--- config.mk ---
export PLATFORM = sky130hd
export DESIGN_NAME = pause_tx_ctrl
export DESIGN_NICKNAME = d
export VERILOG_FILES = /design/src/rtl/pause_fc_pkg.sv /design/src/rtl/pause_cfg_sync.sv /design/src/rtl/pause_slot_timer.sv /design/src/rtl/pause_req_fsm.sv /design/src/rtl/pause_tx_ctrl.sv
export SDC_FILE = /design/constraint.sdc
export NUM_CORES = 1
export LEC_CHECK = 0
export ABC_AREA = 1
export BUFFER_PORTS_ARGS = -buffer_cell sky130_fd_sc_hd__clkbuf_2
export CAP_MARGIN = 25
export CORE_ASPECT_RATIO = 1.1
export CORE_MARGIN = 2
export CORE_UTILIZATION = 27
export CTS_CLUSTER_DIAMETER = 120
export CTS_CLUSTER_SIZE = 25
export DETAILED_ROUTE_END_ITERATION = 16
export PLACE_DENSITY = 0.46
export SYNTH_ARGS = -nofsm -noshare
export SYNTH_HDL_FRONTEND = slang
export SYNTH_HIERARCHICAL = 1
export SYNTH_SLANG_ARGS = --single-unit
export TNS_END_PERCENT = 30
--- constraint.sdc ---
create_clock -name clk -period 5.86 [get_ports clk]
set_clock_uncertainty 0.05 [all_clocks]
set_input_delay 1.172 -clock clk [delete_from_list [all_inputs] [get_ports clk]]
set_output_delay 1.172 -clock clk [all_outputs]
set_load 0.02 [all_outputs]
--- src/rtl/pause_fc_pkg.sv ---
package pause_fc_pkg;

   typedef enum logic [1:0] {
      ST_IDLE    = 2'd0,
      ST_SEND_PT = 2'd1,
      ST_HOLD    = 2'd2,
      ST_SEND_ZQ = 2'd3
   } fc_state_e;

   localparam int MARGIN_W = 9;

   // Re-send margin in slot times selected by the low-threshold code.
   function automatic logic [MARGIN_W-1:0] margin_slots(input logic [1:0] code);
      case (code)
         2'd0:    margin_slots = 9'd4;
         2'd1:    margin_slots = 9'd28;
         2'd2:    margin_slots = 9'd144;
         default: margin_slots = 9'd256;
      endcase
   endfunction

endpackage

--- src/rtl/pause_cfg_sync.sv ---
module pause_cfg_sync #(
   parameter int WIDTH  = 16,
   parameter int STAGES = 2
) (
   input  logic             clk,
   input  logic             rst_n,
   input  logic [WIDTH-1:0] d_async,
   output logic [WIDTH-1:0] q_sync
);

   initial begin
      if (WIDTH < 1) $error("pause_cfg_sync: WIDTH must be positive");
      if (STAGES < 0 || STAGES > 4) $error("pause_cfg_sync: STAGES out of range 0..4");
   end

   generate
      if (STAGES == 0) begin : g_bypass
         assign q_sync = d_async;
      end else begin : g_chain
         logic [WIDTH-1:0] stage_q [STAGES];
         always_ff @(posedge clk or negedge rst_n) begin
            if (!rst_n) begin
               for (int i = 0; i < STAGES; i++) stage_q[i] <= '0;
            end else begin
               stage_q[0] <= d_async;
               for (int i = 1; i < STAGES; i++) stage_q[i] <= stage_q[i-1];
            end
         end
         assign q_sync = stage_q[STAGES-1];
      end
   endgenerate

endmodule

--- src/rtl/pause_slot_timer.sv ---
module pause_slot_timer
   import pause_fc_pkg::*;
#(
   parameter int PT_W = 16
) (
   input  logic            clk,
   input  logic            rst_n,
   input  logic            load,
   input  logic [PT_W-1:0] load_val,
   input  logic            tick,
   input  logic [1:0]      thr_code,
   output logic            at_margin
);

   localparam int PAD_W = PT_W - MARGIN_W;

   initial begin
      if (PT_W < MARGIN_W + 1) $error("pause_slot_timer: PT_W must exceed margin width");
   end

   logic [PT_W-1:0] remain_q;
   logic [PT_W-1:0] margin_ext;

   assign margin_ext = {{PAD_W{1'b0}}, margin_slots(thr_code)};
   // A margin at or above the loaded time is reached immediately (threshold reads as zero).
   assign at_margin  = (remain_q <= margin_ext);

   always_ff @(posedge clk or negedge rst_n) begin
      if (!rst_n)                     remain_q <= '0;
      else if (load)                  remain_q <= load_val;
      else if (tick && remain_q != 0) remain_q <= remain_q - 1'b1;
   end

   p_hold_at_zero_r10: assert property (@(posedge clk) disable iff (!rst_n)
      (remain_q == 0 && !load) |=> remain_q == 0);

   p_count_only_on_tick_r10: assert property (@(posedge clk) disable iff (!rst_n)
      (!load && !tick) |=> $stable(remain_q));

endmodule

--- src/rtl/pause_req_fsm.sv ---
module pause_req_fsm
   import pause_fc_pkg::*;
#(
   parameter int PT_W = 16
) (
   input  logic            clk,
   input  logic            rst_n,
   input  logic            fd_active,
   input  logic            fc_req,
   input  logic            zq_dis,
   input  logic [PT_W-1:0] pt_sync,
   input  logic            at_margin,
   input  logic            ack,
   output logic            req,
   output logic [PT_W-1:0] value,
   output logic            timer_load
);

   fc_state_e       state_q, state_d;
   logic [PT_W-1:0] value_q, value_d;

   assign req        = (state_q == ST_SEND_PT) || (state_q == ST_SEND_ZQ);
   assign value      = value_q;
   assign timer_load = (state_q == ST_SEND_PT) && ack;

   always_comb begin
      state_d = state_q;
      value_d = value_q;
      case (state_q)
         ST_IDLE: begin
            if (fd_active && fc_req) begin
               state_d = ST_SEND_PT;
               value_d = pt_sync;
            end
         end
         ST_SEND_PT: if (ack) state_d = ST_HOLD;
         ST_HOLD: begin
            if (!fd_active) begin
               state_d = ST_IDLE;
            end else if (!fc_req) begin
               if (zq_dis) begin
                  state_d = ST_IDLE;
               end else begin
                  state_d = ST_SEND_ZQ;
                  value_d = '0;
               end
            end else if (at_margin) begin
               state_d = ST_SEND_PT;
               value_d = pt_sync;
            end
         end
         ST_SEND_ZQ: if (ack) state_d = ST_IDLE;
         default: state_d = ST_IDLE;
      endcase
   end

   always_ff @(posedge clk or negedge rst_n) begin
      if (!rst_n) begin
         state_q <= ST_IDLE;
         value_q <= '0;
      end else begin
         state_q <= state_d;
         value_q <= value_d;
      end
   end

   p_req_held_r3: assert property (@(posedge clk) disable iff (!rst_n)
      (req && !ack) |=> (req && $stable(value)));

   p_rise_needs_enable_r8: assert property (@(posedge clk) disable iff (!rst_n)
      $rose(req) |-> $past(fd_active));

   p_zero_after_release_r6: assert property (@(posedge clk) disable iff (!rst_n)
      (state_q == ST_HOLD && fd_active && !fc_req && !zq_dis) |=> (req && value == 0));

   p_no_zero_when_off_r7: assert property (@(posedge clk) disable iff (!rst_n)
      (state_q == ST_HOLD && !fc_req && zq_dis) |=> !req);

endmodule

--- src/rtl/pause_tx_ctrl.sv ---
module pause_tx_ctrl
   import pause_fc_pkg::*;
#(
   parameter int PT_W        = 16,
   parameter int SYNC_STAGES = 2
) (
   input  logic            clk,
   input  logic            rst_n,
   input  logic            cfg_enable,
   input  logic            cfg_full_duplex,
   input  logic [PT_W-1:0] cfg_pause_time,
   input  logic [1:0]      cfg_low_thr,
   input  logic            cfg_zq_disable,
   input  logic            fc_request,
   input  logic            slot_tick,
   input  logic            pause_ack,
   output logic            pause_req,
   output logic [PT_W-1:0] pause_value,
   output logic            back_pressure
);

   logic [PT_W-1:0] pt_sync;
   logic            fd_active;
   logic            at_margin;
   logic            timer_load;

   assign fd_active     = cfg_enable && cfg_full_duplex;
   assign back_pressure = cfg_enable && !cfg_full_duplex && fc_request;

   pause_cfg_sync #(.WIDTH(PT_W), .STAGES(SYNC_STAGES)) u_sync (
      .clk     (clk),
      .rst_n   (rst_n),
      .d_async (cfg_pause_time),
      .q_sync  (pt_sync)
   );

   pause_slot_timer #(.PT_W(PT_W)) u_timer (
      .clk       (clk),
      .rst_n     (rst_n),
      .load      (timer_load),
      .load_val  (pt_sync),
      .tick      (slot_tick),
      .thr_code  (cfg_low_thr),
      .at_margin (at_margin)
   );

   pause_req_fsm #(.PT_W(PT_W)) u_fsm (
      .clk        (clk),
      .rst_n      (rst_n),
      .fd_active  (fd_active),
      .fc_req     (fc_request),
      .zq_dis     (cfg_zq_disable),
      .pt_sync    (pt_sync),
      .at_margin  (at_margin),
      .ack        (pause_ack),
      .req        (pause_req),
      .value      (pause_value),
      .timer_load (timer_load)
   );

   p_bp_half_duplex_only_r9: assert property (@(posedge clk) disable iff (!rst_n)
      back_pressure |-> !cfg_full_duplex);

   p_reset_quiet_r1: assert property (@(posedge clk)
      !rst_n |=> (!pause_req || !rst_n));

endmodule

**After elaboration in Yosys (flattened, before gate mapping)**

Index checks and enable logic that the tools add are counted.

- Register bits: 66
- Input port bits: 26
- Output and inout port bits: 18
- Logic and storage cells: 51

- $add $sub $neg: 1
- Order comparisons: 1
- Equality and inequality tests: 12
- Mux-type cells: 17
- Reductions and logical operators: 15

Operators with widths:

| cell | count |
|---|---|
| 2-to-1 mux 16 bit | 7 |
| case mux 16 bit (2 select lines) | 1 |
| case mux 9 bit (3 select lines) | 1 |
| <= comparator 16 x 9 -> 1 bit | 1 |
| nonzero test 16 bit | 1 |
| subtractor 16 x 1 -> 16 bit, second input constant | 1 |
| 2-to-1 mux 2 bit | 7 |
| case mux 2 bit (4 select lines) | 1 |
| equality test 2 bit, second input constant | 3 |
| logical AND 1 bit | 6 |
| inequality test 3 bit, second input constant | 2 |
| AND reduction 5 bit | 1 |
| equality test 2 x 1 -> 1 bit, second input constant | 2 |
| zero test 2 bit | 2 |
| inequality test 2 x 1 -> 1 bit, second input constant | 2 |
| inequality test 2 bit, second input constant | 2 |
| inequality test 4 bit, second input constant | 1 |
| AND reduction 4 bit | 1 |
| nonzero test 2 bit | 2 |
| zero test 1 bit | 1 |
| logical OR 1 bit | 1 |

**Logic depth before layout (Yosys ltp)**

- Depth after elaboration: 7
- Gate-level depth with buffers: 18
- Mapped depth without buffers: 17

**Modules after synthesis**

The synthesis kept the hierarchy.

Modules (own cells, without submodules):

| module | times used | cells an instance | area each (sq um) | seq. area each (sq um) |
|---|---|---|---|---|
| pause_slot_timer | 1 | 231 | 1488.9 | 400.4 |
| pause_req_fsm | 1 | 138 | 1011.0 | 450.4 |
| pause_cfg_sync | 1 | 48 | 920.9 | 800.8 |
| pause_tx_ctrl | 1 | 4 | 17.5 | 0.0 |

**Worst setup path before layout**

Ideal clock, no wire load.

- Kind: input -> register
- Start: input cfg_low_thr[0]
- End: register u_fsm.state_q[1]
- Setup time: 0.123 ns
- Arrival time: 2.808 ns
- Data required time: 5.687 ns
- Path slack: 2.880 ns
- Cell stages on the path: 17
- Buffers on the path: 1
- Cell sequence: inv_1 -> ha_1 -> or2_2 -> ha_1 -> nor2_1 -> o21ai_0 -> nand3b_1 -> nand2_1 -> nand2_1 -> nand2_1 -> inv_1 -> nand2_1 -> nor2_1 -> nor2_4 -> buf_6 -> nand2_1 -> nand2_1

- Cells in the longest elaborated chain, start to end: 5
- Elaborated cells on any way between the ends: 7
- Classes of those cells: order compare: 1; eq/ne: 3; mux: 1; reduce/logical: 2

Ends and longest elaborated chain:

| item | RTL line | text |
|---|---|---|
| start, declared | pause_tx_ctrl.sv:12 | `input logic [1:0] cfg_low_thr,` |
| equality test 2 bit, or another cell as far along | pause_fc_pkg.sv:14 | `case (code)` |
| case mux 9 bit (3 select lines) * | pause_fc_pkg.sv:14 |  |
| <= comparator 16 x 9 -> 1 bit * | pause_slot_timer.sv:26 | `assign at_margin = (remain_q <= margin_ext);` |
| net at_margin | pause_tx_ctrl.sv:24 | `logic at_margin;` |
| inequality test 4 bit (no line) * | -- |  |
| AND reduction 4 bit (no line) * | -- |  |
| end signal, assigned | pause_req_fsm.sv:62 | `state_q <= state_d;` |
| end, declared | pause_req_fsm.sv:19 | `fc_state_e state_q, state_d;` |

Mark *: on every way through the listed nets, which the timed path passes. The rest lies on a longest branch.
A chain may end at the register's enable or synchronous reset.

**Worst setup path after layout**

- Start: input cfg_low_thr[1]
- End: register u_fsm.value_q[5] (netlist: u_fsm/value[5])

- Cells in the longest elaborated chain, start to end: 5
- Elaborated cells on any way between the ends: 7
- Classes of those cells: order compare: 1; eq/ne: 3; mux: 1; reduce/logical: 2

Ends and longest elaborated chain:

| item | RTL line | text |
|---|---|---|
| equality test 2 bit, or another cell as far along | pause_fc_pkg.sv:14 |  |
| case mux 9 bit (3 select lines) * | pause_fc_pkg.sv:14 |  |
| <= comparator 16 x 9 -> 1 bit * | pause_slot_timer.sv:26 |  |
| net at_margin | pause_tx_ctrl.sv:24 |  |
| inequality test 3 bit (no line) * | -- |  |
| AND reduction 5 bit (no line) * | -- |  |
| end signal, assigned | pause_req_fsm.sv:63 | `value_q <= value_d;` |
| end, declared | pause_req_fsm.sv:20 | `logic [PT_W-1:0] value_q, value_d;` |

Marked as above.

==> reports/qor.yml <==
hold_path:
  hp-class: "reg -> reg"
placement:
  place_inst: 598
  hpwl_mm: 5.47
  port_buffers: 43
  place.gp.congestion: 0.929
detailed_routing:
  ant_nets: 0
  wl_per_cell_um: 12.4
  dr_total_vias: 2606
  drtIter0Drc: 167
  dr.pass1.iters: 4
  drc_errors: 0
  viasPerCell: 4.25
  routed_wirelength_mm: 7.57
pwr:
  seq_power_share_pct: 35.4
  p_leak_nw: 2.05
  p_sw_share_pct: 42.1
  clockPowerShare_pct: 24.4
  p_sw_w: 0.000836
  combPwrFrac_pct: 40.1
  internal_power_w: 0.00115
  power_density_nw_per_um2: 503
  ir_worst_vdd_uv: 151
global_routing:
  grt_usage_pct: 12.3
  grt_overflow: 0
  grt_pass1_vias: 2649
  grt_max_degree: 67
  antenna_found_initial: 0
  grt_pass1_wl_mm: 13.0
critical_path:
  worst_ep_required_time_ps: 6070
  end_kind: "flip-flop"
  crit_type: "in -> reg"
  worstPathMaxFanout: 17
  start_kind: "input port"
  arrival_ps: 3150
sta:
  tns_ps: 0
  period_needed_ps: 2940
  max_freq_ghz: 0.340
  worst_pin_slew_ps: 851
  timing.max_slew.rel_slack_pct: 43.3
  finalMaxSlewViolations: 0
  period_share_pct: 50.1
  hold_violations: 0
  setup_violations: 0
  rsz0062_at_grt: "no"
clocking:
  worstSkewPairLatency_ps: 330
  clk_pin_slew_ps: 50
  cts_hold_buf: 0
  htreeDepth: 3
  cts_root_buf: "clkbuf_16"
  cts_tree: "yes"
  cts_buffers: 9
  post_cts_buffers: 0
  clock-sinks: 66
  ctsResizeCount: 0
  clock_path_buffers: 2
cells_and_area:
  drive_gt1_share_pct: 21.1
  area_growth_pct: 14.8
  final_cells: 613
  layout_commonest_cell: "nand2_1"
  layout_common_cells: "nand2_1 (117), dfrtp_1 (66), inv_1 (52), nor2_1 (48), nand3_1 (43)"
  num_antenna_cells: 0
  fillCellCount: 1303
  nNetsFinal: 489
floorplan:
  initial_core_util_pct: 27.4
  dieWidth_um: 112
  ios: 44
  core_um2: 12500
  die-area_um2: 13700
  die-height_um: 122
  num_rows: 43
synth:
  synth.area.top_cells: "dfrtp_1 (48%), nand2_1 (13%), nand3_1 (6.3%)"
  ys.flop_type: "dfrtp_1"
  synth_top_area_cell: "dfrtp_1"
  synthDistinctLibCells: 29
  async_flop_share_pct: 100
  ys_seq_elements: 66
  ys_seq_area_share_pct: 48.0
  postSynthCellCount: 421
  synth_edf_count: 0
  syn_area_per_cell_um2: 8.17
  synth_nets: 458
  synthesis.area_um2: 3440
  synth.top_cell.area_share_pct: 48.0
  ys.warnings.count: 6
run_status:
  status: "finished clean"
job:
  max_cap_viol_count: 0
-- worst paths after layout --
path	end	cells past startpoint	startpoint	slack, ps
setup / recovery	u_fsm/value[5]	18	cfg_low_thr[1]	2920
hold / removal	u_sync/q_sync[7]	0	u_sync/g_chain.stage_q[23]	290
setup reg to reg	u_fsm/value[5]	14	u_timer/remain_q[3]	3640
hold reg to reg	u_sync/q_sync[7]	0	u_sync/g_chain.stage_q[23]	290
max in group asynchronous	u_sync/g_chain.stage_q[17]	2	rst_n	4210
min in group asynchronous	u_fsm/value[10]	2	rst_n	970
-- sequential cells by signal, indices dropped and copies added, names as in the netlist --
signal                  count
u_timer/remain_q           16
u_fsm/value                16
u_sync/g_chain.stage_q     16
u_sync/q_sync              16
u_fsm/state_q               2
-- cell usage after synthesis (7+ instances only) --
cell     number
nand2_2      10
inv_1        52
nor2_1       48
nor2_2        7
nand2_1     117
buf_4        17
o21ai_0       9
ha_1         11
dfrtp_1      66
nand3_1      43
-- layout make-up --
class	instances	area [um^2]	share of cell area [%]
clock buffer	12	256	6.50
clock inverter	3	15.0	0.380
inverter	53	199	5.04
multi-input combinational	277	1400	35.4
sequential	66	1650	41.8
tap	157	196	4.98
timing repair buffer	45	230	5.83
-- cells by family after synthesis --
family	after synthesis	share of synthesized area, %
and+or+nand+nor	246	33.0
buffers and inverters	78	11.3
DFF	66	48.0
AOI/OAI and AO/OA	19	3.42
adders and majority gates	11	4.00
xor gates and xnor gates	1	0.255
-- power by group through the flow --
| stage | Combinational (W) | Clock [W] | Sequential (W) |
|---|---|---|---|
| finish | 0.000796 | 0.000485 | 0.000703 |
| global route | 0.000915 | 0.000531 | 0.000722 |
| CTS | 0.000810 | 0.000505 | 0.000705 |
| detailed placement | 0.000807 | 0 | 0.000710 |
| global placement | 0.000799 | 0 | 0.000711 |
| floorplan | 0.000569 | 0 | 0.000738 |
-- per-layer routing --
layer | wire length [um] | global-route usage, %
met3 | 204 | 3.11
met1 | 3600 | 16.0
met4 | 73 | 5.63
met2 | 3700 | 19.4
met5 | 0 | 0
-- per-stage QoR --
step / hold WS [ps] / worst slack (ps) / utilization (%) / total power [W] / area (um^2)
after floorplan: 281 / 2880 / - / 0.00131 / 3440
after global placement: 283 / 2590 / 29.3 / 0.00151 / 3680
after detailed placement: 285 / 2550 / 29.3 / 0.00152 / 3680
after CTS: 296 / 2900 / 31.5 / 0.00202 / 3950
after global routing: 301 / 2600 / 31.5 / 0.00217 / 3950
final: 295 / 2920 / 31.5 / 0.00198 / 3950
-- critical path, stage by stage --
cell and delay (ps):
clkbuf_2 110, inv_1 60, ha_1 270, inv_1 40
ha_1 250, nand2_1 80, nor2_1 50, o21ai_0 70
nand3b_1 90, nand2_1 60, nand2_1 40, nand2_1 80
inv_1 40, nand2_1 50, nor2_1 70, nor2_4 380
nand3_1 130, nand2_1 100
Note: power is estimated with default switching activity, not from simulation.
